--- config.mk ---
export PLATFORM = sky130hd
export DESIGN_NAME = pwr_seq_ctrl
export DESIGN_NICKNAME = d
export VERILOG_FILES = /design/src/rtl/seq_pkg.sv /design/src/rtl/seq_filter.sv /design/src/rtl/seq_group.sv /design/src/rtl/pwr_seq_ctrl.sv
export SDC_FILE = /design/constraint.sdc
export NUM_CORES = 1
export LEC_CHECK = 0
export ABC_AREA = 1
export CAP_MARGIN = 10
export CORE_MARGIN = 1
export CORE_UTILIZATION = 55
export DETAILED_ROUTE_END_ITERATION = 8
export GPL_TIMING_DRIVEN = 0
export PLACE_DENSITY = 0.79
export SLEW_MARGIN = 20
export SYNTH_ARGS = -nofsm -noshare
export SYNTH_HDL_FRONTEND = slang
export SYNTH_SLANG_ARGS = --single-unit
--- constraint.sdc ---
create_clock -name clk_i -period 3.86 [get_ports clk_i]
set_input_delay 0.386 -clock clk_i [delete_from_list [all_inputs] [get_ports clk_i]]
set_output_delay 0.386 -clock clk_i [all_outputs]
set_load 0.1 [all_outputs]
--- src/rtl/seq_pkg.sv ---
package seq_pkg;
    typedef enum logic [3:0] {
        GS_OFF,
        GS_DLY0,
        GS_WAIT0,
        GS_DLY1,
        GS_WAIT1,
        GS_HOLD,
        GS_RSTDLY,
        GS_RUN,
        GS_DN1,
        GS_DN0
    } grp_state_e;
endpackage

--- src/rtl/seq_filter.sv ---
module seq_filter #(
    parameter int   TICKS = 1500,
    parameter logic INIT  = 1'b0
) (
    input  logic clk_i,
    input  logic rst_ni,
    input  logic in_i,
    output logic out_o
);
    localparam int CW = $clog2(TICKS + 1);

    typedef struct packed {
        logic [CW-1:0] cnt;
        logic          out;
    } flt_t;

    flt_t q, d;

    always_comb begin
        d = q;
        if (in_i != q.out) begin
            if (q.cnt == CW'(TICKS - 1)) begin
                d.out = in_i;
                d.cnt = '0;
            end else begin
                d.cnt = q.cnt + 1'b1;
            end
        end else begin
            d.cnt = '0;
        end
    end

    always_ff @(posedge clk_i or negedge rst_ni) begin
        if (!rst_ni) begin
            q.cnt <= '0;
            q.out <= INIT;
        end else begin
            q <= d;
        end
    end

    assign out_o = q.out;


    flt_hold_chk: assert property (@(posedge clk_i) disable iff (!rst_ni)
        (q.out != $past(q.out)) |-> ($past(in_i) == q.out));
endmodule

--- src/rtl/seq_group.sv ---
module seq_group
    import seq_pkg::*;
#(
    parameter int DLY_W     = 16,
    parameter int RST_TICKS = 7500000
) (
    input  logic               clk_i,
    input  logic               rst_ni,
    input  logic               start_i,
    input  logic               uv_ok_i,
    input  logic               en_n_i,
    input  logic [1:0]         fb_i,
    input  logic               rst_go_i,
    input  logic [2*DLY_W-1:0] on_dly_i,
    input  logic [2*DLY_W-1:0] off_dly_i,
    output logic [1:0]         gate_o,
    output logic               rst_n_o,
    output logic               idle_o,
    output logic               done_o,
    output logic               need_cycle_o
);
    localparam int RW = $clog2(RST_TICKS + 1);
    localparam int CW = (DLY_W > RW) ? DLY_W : RW;

    typedef struct packed {
        grp_state_e    state;
        logic [CW-1:0] cnt;
        logic [1:0]    gate;
        logic          rst;
        logic          cyc_req;
    } grp_t;

    grp_t q, d;

    logic [CW-1:0] on0, on1, off0, off1;
    assign on0  = CW'(on_dly_i[0 +: DLY_W]);
    assign on1  = CW'(on_dly_i[DLY_W +: DLY_W]);
    assign off0 = CW'(off_dly_i[0 +: DLY_W]);
    assign off1 = CW'(off_dly_i[DLY_W +: DLY_W]);

    always_comb begin
        d = q;
        case (q.state)
            GS_OFF: begin
                d.gate = 2'b00;
                d.rst  = 1'b0;
                if (en_n_i) d.cyc_req = 1'b0;
                if (start_i) begin
                    d.state = GS_DLY0;
                    d.cnt   = '0;
                end
            end
            GS_DLY0: begin
                if (q.cnt == on0) begin
                    d.state   = GS_WAIT0;
                    d.gate[0] = 1'b1;
                end else d.cnt = q.cnt + 1'b1;
            end
            GS_WAIT0: begin
                if (fb_i[0]) begin
                    d.state = GS_DLY1;
                    d.cnt   = '0;
                end
            end
            GS_DLY1: begin
                if (q.cnt == on1) begin
                    d.state   = GS_WAIT1;
                    d.gate[1] = 1'b1;
                end else d.cnt = q.cnt + 1'b1;
            end
            GS_WAIT1: begin
                if (fb_i[1]) d.state = GS_HOLD;
            end
            GS_HOLD: begin
                if (rst_go_i) begin
                    d.state = GS_RSTDLY;
                    d.cnt   = '0;
                end
            end
            GS_RSTDLY: begin
                if (q.cnt == CW'(RST_TICKS)) begin
                    d.state = GS_RUN;
                    d.rst   = 1'b1;
                end else d.cnt = q.cnt + 1'b1;
            end
            GS_RUN: ;
            GS_DN1: begin
                if (q.cnt == off1) begin
                    d.state   = GS_DN0;
                    d.gate[1] = 1'b0;
                    d.cnt     = '0;
                end else d.cnt = q.cnt + 1'b1;
            end
            GS_DN0: begin
                if (q.cnt == off0) begin
                    d.state   = GS_OFF;
                    d.gate[0] = 1'b0;
                end else d.cnt = q.cnt + 1'b1;
            end
            default: d.state = GS_OFF;
        endcase

        // normal shutdown request from any powering or running state
        if (en_n_i && (q.state inside {GS_DLY0, GS_WAIT0, GS_DLY1, GS_WAIT1,
                                       GS_HOLD, GS_RSTDLY, GS_RUN})) begin
            d.state = GS_DN1;
            d.cnt   = '0;
            d.rst   = 1'b0;
        end

        // fault overrides everything
        if (q.state != GS_OFF && !uv_ok_i) begin
            d.state   = GS_OFF;
            d.gate    = 2'b00;
            d.rst     = 1'b0;
            d.cyc_req = 1'b1;
        end
    end

    always_ff @(posedge clk_i or negedge rst_ni) begin
        if (!rst_ni) begin
            q.state   <= GS_OFF;
            q.cnt     <= '0;
            q.gate    <= 2'b00;
            q.rst     <= 1'b0;
            q.cyc_req <= 1'b0;
        end else begin
            q <= d;
        end
    end

    assign gate_o       = q.gate;
    assign rst_n_o      = q.rst;
    assign idle_o       = (q.state == GS_OFF);
    assign done_o       = (q.state inside {GS_HOLD, GS_RSTDLY, GS_RUN});
    assign need_cycle_o = q.cyc_req;


    gate_order_chk: assert property (@(posedge clk_i) disable iff (!rst_ni)
        q.gate[1] |-> q.gate[0]);


    rst_gates_chk: assert property (@(posedge clk_i) disable iff (!rst_ni)
        q.rst |-> (q.gate == 2'b11));


    fault_kill_chk: assert property (@(posedge clk_i) disable iff (!rst_ni)
        !uv_ok_i |=> (q.gate == 2'b00 && !q.rst));


    restart_cycle_chk: assert property (@(posedge clk_i) disable iff (!rst_ni)
        (q.state == GS_OFF && q.cyc_req && !en_n_i) |=> (q.state == GS_OFF));
endmodule

--- src/rtl/pwr_seq_ctrl.sv ---
module pwr_seq_ctrl #(
    parameter int FILT_TICKS = 1500,
    parameter int LOCK_TICKS = 500000,
    parameter int RST_TICKS  = 7500000,
    parameter int DLY_W      = 16
) (
    input  logic               clk_i,
    input  logic               rst_ni,
    input  logic [3:0]         uv_ok_i,
    input  logic [1:0]         en_n_i,
    input  logic [3:0]         gate_on_i,
    input  logic [4*DLY_W-1:0] on_dly_i,
    input  logic [4*DLY_W-1:0] off_dly_i,
    output logic [3:0]         gate_en_o,
    output logic [1:0]         grp_rst_n_o
);
    localparam int NCH = 4;
    localparam int NGR = 2;
    localparam int LW  = $clog2(LOCK_TICKS + 1);

    logic [NCH-1:0] uv_f;
    logic [NGR-1:0] en_f;
    logic [NGR-1:0] grp_idle, grp_done, grp_need, grp_ok, ready, start, rst_go;
    logic           all_ok, lock_done, joint_go;
    logic [NGR-1:0] solo_go;

    for (genvar k = 0; k < NCH; k++) begin : g_uvf
        seq_filter #(.TICKS(FILT_TICKS), .INIT(1'b0)) i_flt (
            .clk_i(clk_i), .rst_ni(rst_ni), .in_i(uv_ok_i[k]), .out_o(uv_f[k]));
    end
    for (genvar g = 0; g < NGR; g++) begin : g_enf
        seq_filter #(.TICKS(FILT_TICKS), .INIT(1'b1)) i_flt (
            .clk_i(clk_i), .rst_ni(rst_ni), .in_i(en_n_i[g]), .out_o(en_f[g]));
    end

    typedef struct packed {
        logic [LW-1:0] lock;
        logic          joint_pend;
        logic          joint_ab;
    } top_t;

    top_t q, d;

    assign all_ok    = &uv_f;
    assign lock_done = (q.lock == LW'(LOCK_TICKS));

    always_comb begin
        for (int g = 0; g < NGR; g++) begin
            grp_ok[g] = &uv_f[2*g +: 2];
            ready[g]  = grp_idle[g] & grp_ok[g] & ~en_f[g] & ~grp_need[g];
        end
        joint_go   = lock_done & all_ok & (&ready) & ~q.joint_pend;
        solo_go[0] = lock_done & ready[0] & ~grp_idle[1] & ~q.joint_pend;
        solo_go[1] = lock_done & ready[1] & ~grp_idle[0] & ~q.joint_pend;
        start[0]   = joint_go | solo_go[0];
        start[1]   = (q.joint_pend & grp_done[0] & ready[1]) | solo_go[1];
        rst_go[0]  = ~q.joint_ab | grp_done[1] | (grp_idle[1] & ~q.joint_pend);
        rst_go[1]  = 1'b1;

        d = q;
        if (!all_ok) d.lock = '0;
        else if (!lock_done) d.lock = q.lock + 1'b1;

        if (joint_go) d.joint_pend = 1'b1;
        else if (grp_done[0] | grp_idle[0]) d.joint_pend = 1'b0;

        if (joint_go) d.joint_ab = 1'b1;
        else if (grp_idle[0]) d.joint_ab = 1'b0;
    end

    always_ff @(posedge clk_i or negedge rst_ni) begin
        if (!rst_ni) begin
            q.lock       <= '0;
            q.joint_pend <= 1'b0;
            q.joint_ab   <= 1'b0;
        end else begin
            q <= d;
        end
    end

    for (genvar g = 0; g < NGR; g++) begin : g_grp
        seq_group #(.DLY_W(DLY_W), .RST_TICKS(RST_TICKS)) i_grp (
            .clk_i       (clk_i),
            .rst_ni      (rst_ni),
            .start_i     (start[g]),
            .uv_ok_i     (grp_ok[g]),
            .en_n_i      (en_f[g]),
            .fb_i        (gate_on_i[2*g +: 2]),
            .rst_go_i    (rst_go[g]),
            .on_dly_i    (on_dly_i[2*g*DLY_W +: 2*DLY_W]),
            .off_dly_i   (off_dly_i[2*g*DLY_W +: 2*DLY_W]),
            .gate_o      (gate_en_o[2*g +: 2]),
            .rst_n_o     (grp_rst_n_o[g]),
            .idle_o      (grp_idle[g]),
            .done_o      (grp_done[g]),
            .need_cycle_o(grp_need[g])
        );
    end


    c_after_b_chk: assert property (@(posedge clk_i) disable iff (!rst_ni)
        ($rose(gate_en_o[2]) && q.joint_ab) |-> gate_on_i[1]);


    start_cond_chk: assert property (@(posedge clk_i) disable iff (!rst_ni)
        ($rose(gate_en_o[0]) && !gate_en_o[2]) |-> grp_ok[0]);
endmodule

==> metrics.yaml, run 1 <==
status:
  status: "complete, no violations"
synth:
  synth_common_cells: "441 x nand2_1, 242 x nor2_1, 175 x inv_1"
  yosysWarnings: 0
  yosysTopAreaCell: "dfrtp_1"
  syn_inst: 1724
  yosys.area.top_type_share: 0.326
  syn_area_um2: 11700
  synth_fp_nets: 1876
  syn_avg_cell_area_um2: 6.81
  ys_ff_latch: 155
  synth.most_common_cell: "nand2_1"
  synth_edf_count: 0
  ys_seq_area_frac: 0.331
  async_flop_share: 1.00
  dominantRegCellSynth: "dfrtp_1"
  synth_cell_types: 49
  synthTopCellsByArea: "dfrtp_1 33%, nand2_1 14%, xor2_1 8.5%"
placed_design:
  place_congestion: 0.979
  place_ws_ns: 1.44
  io_buffers: 145
  hpwlAfterDp_um: 23300
routing:
  drt_wl_total_um: 30700
  wl_per_cell_um: 14.1
  drt_pass1_iterations: 5
  drt_iter0_markers: 834
  via_per_inst: 5.22
  routed-via-count: 11365
  final_antenna_net_count: 0
  route.detailed.drc: 0
power:
  intPower_uw: 2720
  pwr-share-comb: 0.091
  leakage_uw: 0.00657
  p_per_area_nw_per_um2: 256
  ir_drop_mv: 0.334
  switching_share: 0.250
  seqPwrFrac: 0.457
  p_switching_uw: 907
  clkPwrFrac: 0.453
floorplan:
  die_h_um: 148
  coreArea_um2: 21000
  initial_utilization: 0.560
  die_w_um: 148
  num_rows: 53
  dieArea_um2: 21900
  io_pins: 146
global_route:
  grt-ovfl-total: 0
  grt_pass1_vias: 10813
  antenna_found_initial: 0
  grt_util_all_layers: 0.286
  grt_max_degree: 88
  grt_pass1_wl_um: 50500
hold_path:
  hp-class: "flip-flop to flip-flop"
clock_network:
  htreeDepth: 4
  clock_latency_ns: 0.43
  root_buffer: "clkbuf_16"
  cts_tree: "done"
  hold_buffers: 1
  ctsLongestPathBuffers: 2
  post_cts.repair.setup_buffers: 0
  cts_resized: 0
  cts_inserted_buffers: 17
  path_clk_slew_ns: 0.06
  clock-sinks: 155
setup_path:
  critPathMaxFanout: 2
  cp_num_buf_inv: 2
  arrival_ns: 2.10
  crit_family: "buffers and inverters"
  critPathCaptureType: "output pin"
  path_cells: "buf_4 -> clkdlybuf4s50_1"
  cp_slowest_cell: "clkdlybuf4s50_1"
  crit_type: "flip-flop to output pin"
  start_kind: "flip-flop"
  max_stage_delay_ns: 1.11
  cp.required_ns: 3.47
sta:
  layout_setup_ws_ns: 1.38
  setup_violations: 0
  fin_skew_ns: 0.00721
  rsz0062_at_grt: "false"
  tightest_slew_ns: 1.03
  setup_tns_ns: 0
  slew_viol_final: 0
  slew_headroom: 0.311
  max_freq_mhz: 403
  hold_viol_final: 0
  fin_crit_ns: 2.48
  post-route-period-util: 0.644
finish:
  drive_above_1_share: 0.0941
  diodes: 0
  fin_util: 0.675
  nNetsFinal: 2042
  layout-area-overhead-vs-synth_pct: 20.6
job:
  cap_violations: 0
[power groups by stage]
stage                     sequential, µW  combinational, µW  clock (µW)
after global placement              1690                320           0
after global routing                1660                366        1760
after detailed placement            1690                331           0
after floorplan                     1680                117           0
after CTS                           1660                334        1680
final                               1660                329        1640
[registers in the layout, indices dropped and copies added, names as in the netlist]
signal                    count
g_grp.i_grp.q                54
g_uvf.i_flt.q                44
g_grp.i_grp.need_cycle_o      2
g_enf.i_flt.out_o             2
g_uvf.i_flt.out_o             4
g_grp.i_grp.rst_n_o           2
g_enf.i_flt.q                22
g_grp.i_grp.gate_o            4
q                            21
[metal layers]
layer	vias to the layer above	routed length, µm	track usage
li1	5819	-	-
met1	5153	13700	0.372
met2	353	14500	0.485
met3	40	2020	0.0598
met4	0	496	0.0747
met5	-	0	0
[kinds of logic (layout without fill, tap and decap cells)]
group                      after synthesis  after routing  share of synthesized area
xor gates and xnor gates               148            148                      0.110
muxes                                    4              4                    0.00384
DFF                                    155            155                      0.331
AOI/OAI and AO/OA                      153            153                     0.0795
adders and majority gates               12             12                     0.0128
buffers and inverters                  266            445                     0.0976
and+or+nand+nor                        986            986                      0.365
[layout make-up]
class,instances,area (µm²)
flip-flops and latches,155,3880
inverters,196,738
well taps,275,344
clock inverters,13,123
multi-input cells,1303,6710
repair buffers,147,1490
fillers,1833,6800
plain buffers,70,408
clock buffers,19,453
[cells in the final DEF (no fill, tap or decap), drive strengths merged]
cell type	synthesis	final
a211oi	1	1
a21o	5	5
a21oi	57	57
a31o	1	1
a31oi	5	5
and2	2	2
and3	1	1
buf	57	59
clkbuf	13	32
clkdlybuf4s50	0	144
clkinv	0	3
clkinvlp	0	1
dfrtp	153	153
dfstp	2	2
dlygate4sd3	0	1
ha	12	12
inv	196	205
mux2	4	4
nand2	454	454
nand3	131	131
nand3b	10	10
nand4	30	30
nor2	254	254
nor3	72	72
nor3b	9	9
nor4	14	14
o2111ai	3	3
o211ai	4	4
o21a	3	3
o21ai	63	63
o21bai	2	2
o22ai	3	3
o31ai	6	6
or2	9	9
xnor2	34	34
xor2	114	114
[path summary, 6_finish.rpt]
check	startpoint	to	slack, ns	cells past startpoint
max	g_grp[0].i_grp.gate_o[0]	gate_en_o[0]	1.38	2
min	g_uvf[3].i_flt.q[1]	g_uvf[3].i_flt.q[1]	0.46	1
max reg2reg	g_grp[0].i_grp.q[20]	g_grp[0].i_grp.q[29]	1.50	12
min reg2reg	g_uvf[3].i_flt.q[1]	g_uvf[3].i_flt.q[1]	0.46	1
max in group asynchronous	rst_ni	g_grp[1].i_grp.q[19]	2.55	3
min in group asynchronous	rst_ni	g_grp[0].i_grp.q[21]	0.55	2
[per-stage QoR]
stage | hold WS [ns] | total power, µW | instance area, µm² | instances
2_1_floorplan | 0.0904 | 1800 | 11700 | 1724
3_3_place_gp | 0.445 | 2010 | 13500 | 2144
3_5_place_dp | 0.440 | 2020 | 13600 | 2145
4_1_cts | 0.463 | 3670 | 14200 | 2178
5_1_grt | 0.477 | 3780 | 14200 | 2178
6_report | 0.460 | 3630 | 14200 | 2178
(Power assumes the default switching activity.)
==> inputs of run 2 (changes only) <==
- clock period: 3.86 -> 2.3 ns (I/O delays scaled with it)
==> metrics.yaml, run 2 (synthesis results as in run 1) <==
status:
  status: "complete, no violations"
floorplan:
  num_rows: 53
  initial_utilization: 0.560
  die_w_um: 148
  io_pins: 146
  die_h_um: 148
  dieArea_um2: 21900
  coreArea_um2: 21000
sta:
  tightest_slew_ns: 1.03
  slew_headroom: 0.313
  setup_violations: 0
  rsz0062_at_grt: "true"
  setup_tns_ns: 0
  post-route-period-util: 0.975
  hold_viol_final: 0
  layout_setup_ws_ns: 0.0583
  fin_crit_ns: 2.24
  slew_viol_final: 0
  fin_skew_ns: 0.00783
  max_freq_mhz: 446
clock_network:
  cts_tree: "done"
  clock-sinks: 155
  htreeDepth: 4
  ctsLongestPathBuffers: 2
  clock_latency_ns: 0.43
  root_buffer: "clkbuf_16"
  path_clk_slew_ns: 0.07
  cts_inserted_buffers: 17
power:
  seqPwrFrac: 0.456
  pwr-share-comb: 0.091
  clkPwrFrac: 0.454
  intPower_uw: 4560
  p_switching_uw: 1530
  ir_drop_mv: 0.566
  p_per_area_nw_per_um2: 426
  leakage_uw: 0.00665
  switching_share: 0.252
job:
  cap_violations: 0
routing:
  drt_iter0_markers: 831
  drt_pass1_iterations: 8
  final_antenna_net_count: 0
  route.detailed.drc: 0
  wl_per_cell_um: 14.2
  via_per_inst: 5.24
  drt_wl_total_um: 30900
  routed-via-count: 11442
finish:
  multi_input_area_um2: 6800
  nNetsFinal: 2048
  layout_commonest_cell: "nand2_1"
  reg_top3: "g_grp.i_grp.q: 54 flops, g_uvf.i_flt.q: 44 flops, g_enf.i_flt.q: 22 flops"
  fin_util: 0.682
  drive_above_1_share: 0.107
  seqCellArea_um2: 3880
  final_cell_mix: "438 x nand2_1, 235 x nor2_1, 174 x inv_1"
  largest_reg_flops: 54
  layout-area-overhead-vs-synth_pct: 21.8
  fillers: 1810
  regMostFlops: "g_grp.i_grp.q"
  diodes: 0
placed_design:
  place_ws_ns: -0.0312
  io_buffers: 145
  hpwlAfterDp_um: 23300
  place_congestion: 0.979
hold_path:
  hp-class: "primary input to flip-flop"
  whs_path_depth: 3
global_route:
  grt_util_all_layers: 0.286
  antenna_found_initial: 0
  grt_pass1_wl_um: 50500
  grt_pass1_vias: 10813
  grt_max_degree: 88
  grt-ovfl-total: 0
setup_path:
  rr_worst_depth: 13
  start_kind: "flip-flop"
  crit_type: "flip-flop to output pin"
  arrival_ns: 2.01
  cp.required_ns: 2.07
  critPathCaptureType: "output pin"
  critPathMaxFanout: 2
-- run 2: cell count changes in the layout (fill, tap and decap cells not counted), sizes merged --
cell,previous run,this run
dlygate4sd2,0,2
clkbuf,32,31
clkdlybuf4s50,144,140
buf,59,66
dlymetal6s2s,0,2
-- run 2: final timing paths --
kind	from	end	slack, ns
max	g_grp[1].i_grp.rst_n_o	grp_rst_n_o[1]	0.06
min	en_n_i[1]	g_enf[1].i_flt.out_o	0.36
max reg2reg	g_grp[1].i_grp.q[19]	g_grp[1].i_grp.q[9]	0.14
min reg2reg	g_uvf[3].i_flt.q[1]	g_uvf[3].i_flt.q[1]	0.46
max in group asynchronous	rst_ni	g_grp[1].i_grp.q[19]	1.15
min in group asynchronous	rst_ni	g_grp[0].i_grp.q[21]	0.39
-- run 2: per-layer routing --
layer	part of all wire	global-route usage
met5	0	0
met4	0.016	0.0747
met3	0.061	0.0598
met2	0.47	0.485
met1	0.45	0.372
-- run 2: power groups by stage --
stage,Combinational [µW],Sequential (µW),Clock (µW)
finish,554,2780,2770
global route,617,2780,2950
CTS,560,2780,2820
detailed placement,555,2830,0
global placement,537,2830,0
floorplan,196,2830,0
-- run 2: worst max-delay path, cell delays in order, from the launching register on --
cell and delay (ns):
dfrtp_1 0.36, buf_4 0.11, clkdlybuf4s50_1 1.11
-- run 2: cell type report --
| type | instances | share of cell area |
|---|---|---|
| inverters | 196 | 0.0516 |
| clock buffers | 19 | 0.0317 |
| clock inverters | 13 | 0.00858 |
| multi-input cells | 1303 | 0.475 |
| repair buffers | 154 | 0.108 |
| plain buffers | 69 | 0.0288 |
| flip-flops and latches | 155 | 0.271 |
| well taps | 275 | 0.0241 |
-- run 2: timing repair --
action	CTS	global route
gates cloned	0	0
endpoints found under the hold margin	84	0
buffers inserted	0	7
gates resized for setup	3	26
hold buffers	1	0
endpoints found under the setup margin	19	56
pin swaps	0	6
-- run 2: through the flow --
step | total power, µW | instance area, µm² | cells | hold slack [ns]
CTS | 6160 | 14200 | 2178 | 0.360
detailed placement | 3390 | 13600 | 2145 | 0.284
global placement | 3370 | 13500 | 2144 | 0.445
finish | 6100 | 14300 | 2184 | 0.364
floorplan | 3020 | 11700 | 1724 | -0.0656
global route | 6340 | 14300 | 2184 | 0.387
==> inputs of run 3 (changes only) <==
- CORE_MARGIN: 1 -> 5
==> metrics.yaml, run 3 (synthesis results as in run 1) <==
setup_path:
  r2r_start: "q[2]"
  critPathMaxFanout: 2
  crit_type: "flip-flop to output pin"
  arrival_ns: 2.02
  rrSetupSlack_ns: 0.11
  rr_worst_depth: 14
  cp_slowest_cell: "clkdlybuf4s50_1"
  r2r_end: "g_grp[1].i_grp.q[14]"
  worstSetupEndpoint: "grp_rst_n_o[1]"
  crit_start: "g_grp[1].i_grp.rst_n_o"
  cp.required_ns: 2.07
  start_kind: "flip-flop"
  path_cells: "buf_4 -> clkdlybuf4s50_1"
  crit_family: "buffers and inverters"
  cp_num_buf_inv: 2
  critical_path_depth: 2
  critPathCaptureType: "output pin"
  max_stage_delay_ns: 1.13
clock_network:
  cts_inserted_buffers: 17
  clock-sinks: 155
  cts_tree: "done"
  ctsLongestPathBuffers: 2
  root_buffer: "clkbuf_16"
  htreeDepth: 4
  path_clk_slew_ns: 0.07
  clock_latency_ns: 0.43
power:
  p_per_area_nw_per_um2: 432
  finalPower_uw: 6190
  ir_drop_mv: 0.517
  leakage_uw: 0.00662
sta:
  rsz0062_at_grt: "true"
  hold_viol_final: 0
  slew_viol_final: 0
  fin_crit_ns: 2.25
  post-route-period-util: 0.977
  max_freq_mhz: 445
  tightest_slew_ns: 1.07
  setup_violations: 0
  fin_skew_ns: 0.00789
  slew_headroom: 0.287
routing:
  drt_wl_total_um: 32100
  drt_pass1_iterations: 5
  final_antenna_net_count: 0
  via_per_inst: 5.31
  drt_iter0_markers: 976
  routed-via-count: 11585
  route.detailed.drc: 0
  wl_per_cell_um: 14.7
floorplan:
  coreArea_um2: 21000
  io_pins: 146
  die_h_um: 156
  die_w_um: 156
  initial_utilization: 0.558
  dieArea_um2: 24400
  num_rows: 53
global_route:
  grt_pass1_wl_um: 52400
  antenna_found_initial: 0
  grt_util_all_layers: 0.261
  grt_pass1_vias: 11021
  grt-ovfl-total: 0
  grt_max_degree: 82
job:
  cap_violations: 0
finish:
  largest_reg_flops: 54
  final_cell_mix: "431 x nand2_1, 238 x nor2_1, 173 x inv_1"
  diodes: 0
  nNetsFinal: 2046
  drive_above_1_share: 0.106
  regMostFlops: "g_grp.i_grp.q"
  layout-area-overhead-vs-synth_pct: 21.9
  layout_commonest_cell: "nand2_1"
  fin_util: 0.681
  reg_top3: "g_grp.i_grp.q: 54 flops, g_uvf.i_flt.q: 44 flops, g_enf.i_flt.q: 22 flops"
placed_design:
  hpwlAfterDp_um: 24000
  place_congestion: 0.990
  io_buffers: 145
status:
  status: "complete, no violations"
hold_path:
  hp-class: "primary input to asynchronous set/reset pin"
[run 3: through the flow]
step                      setup TNS (ns)  instance area [µm²]  cells  hold slack, ns  worst slack [ns]
after global placement           -813.08                13500   2144           0.444             -5.28
after detailed placement               0                13600   2145           0.235            0.0390
after global routing              -0.311                14300   2182           0.401           -0.0322
final                                  0                14300   2182           0.343            0.0525
after CTS                              0                14200   2178           0.364          0.000627
after floorplan                        0                11700   1724         -0.0656             0.471
[run 3: routing by layer]
layer | vias to the layer above | wire length, µm | GRT usage
li1 | 5837 | - | -
met1 | 5280 | 14300 | 0.347
met2 | 404 | 14800 | 0.434
met3 | 64 | 2170 | 0.0438
met4 | 0 | 732 | 0.0872
met5 | - | 0 | 0
[run 3: how the worst min path moves through the flow]
stage	endpoint	slack, ns	depth (start not counted)
6_report	g_uvf[1].i_flt.q[9]	0.34	2
5_1_grt	g_uvf[1].i_flt.q[10]	0.40	2
4_1_cts	g_enf[1].i_flt.out_o	0.36	3
3_5_place_dp	g_uvf[1].i_flt.q[9]	0.24	1
3_3_place_gp	g_uvf[2].i_flt.q[1]	0.44	1
2_1_floorplan	g_enf[0].i_flt.q[10]	-0.07	0
[run 3: area by class of cell]
cell class,count,area (µm²)
multi-input cells,1303,6800
fillers,1826,6710
flip-flops and latches,155,3880
repair buffers,152,1540
inverters,196,738
clock buffers,21,460
plain buffers,69,415
well taps,275,344
clock inverters,11,135
[run 3: timing repair]
item	CTS	global route
gates resized for setup	0	36
hold buffers	1	0
setup buffers	0	4
setup endpoints to repair	0	55
hold endpoints to repair	73	0
[run 3: power by group]
part           internal (µW)  total [µW]  switching (µW)
logic                    317         555             238
clock network           1670        2850            1180
registers               2760        2780            22.9
total                   4750        6190            1440
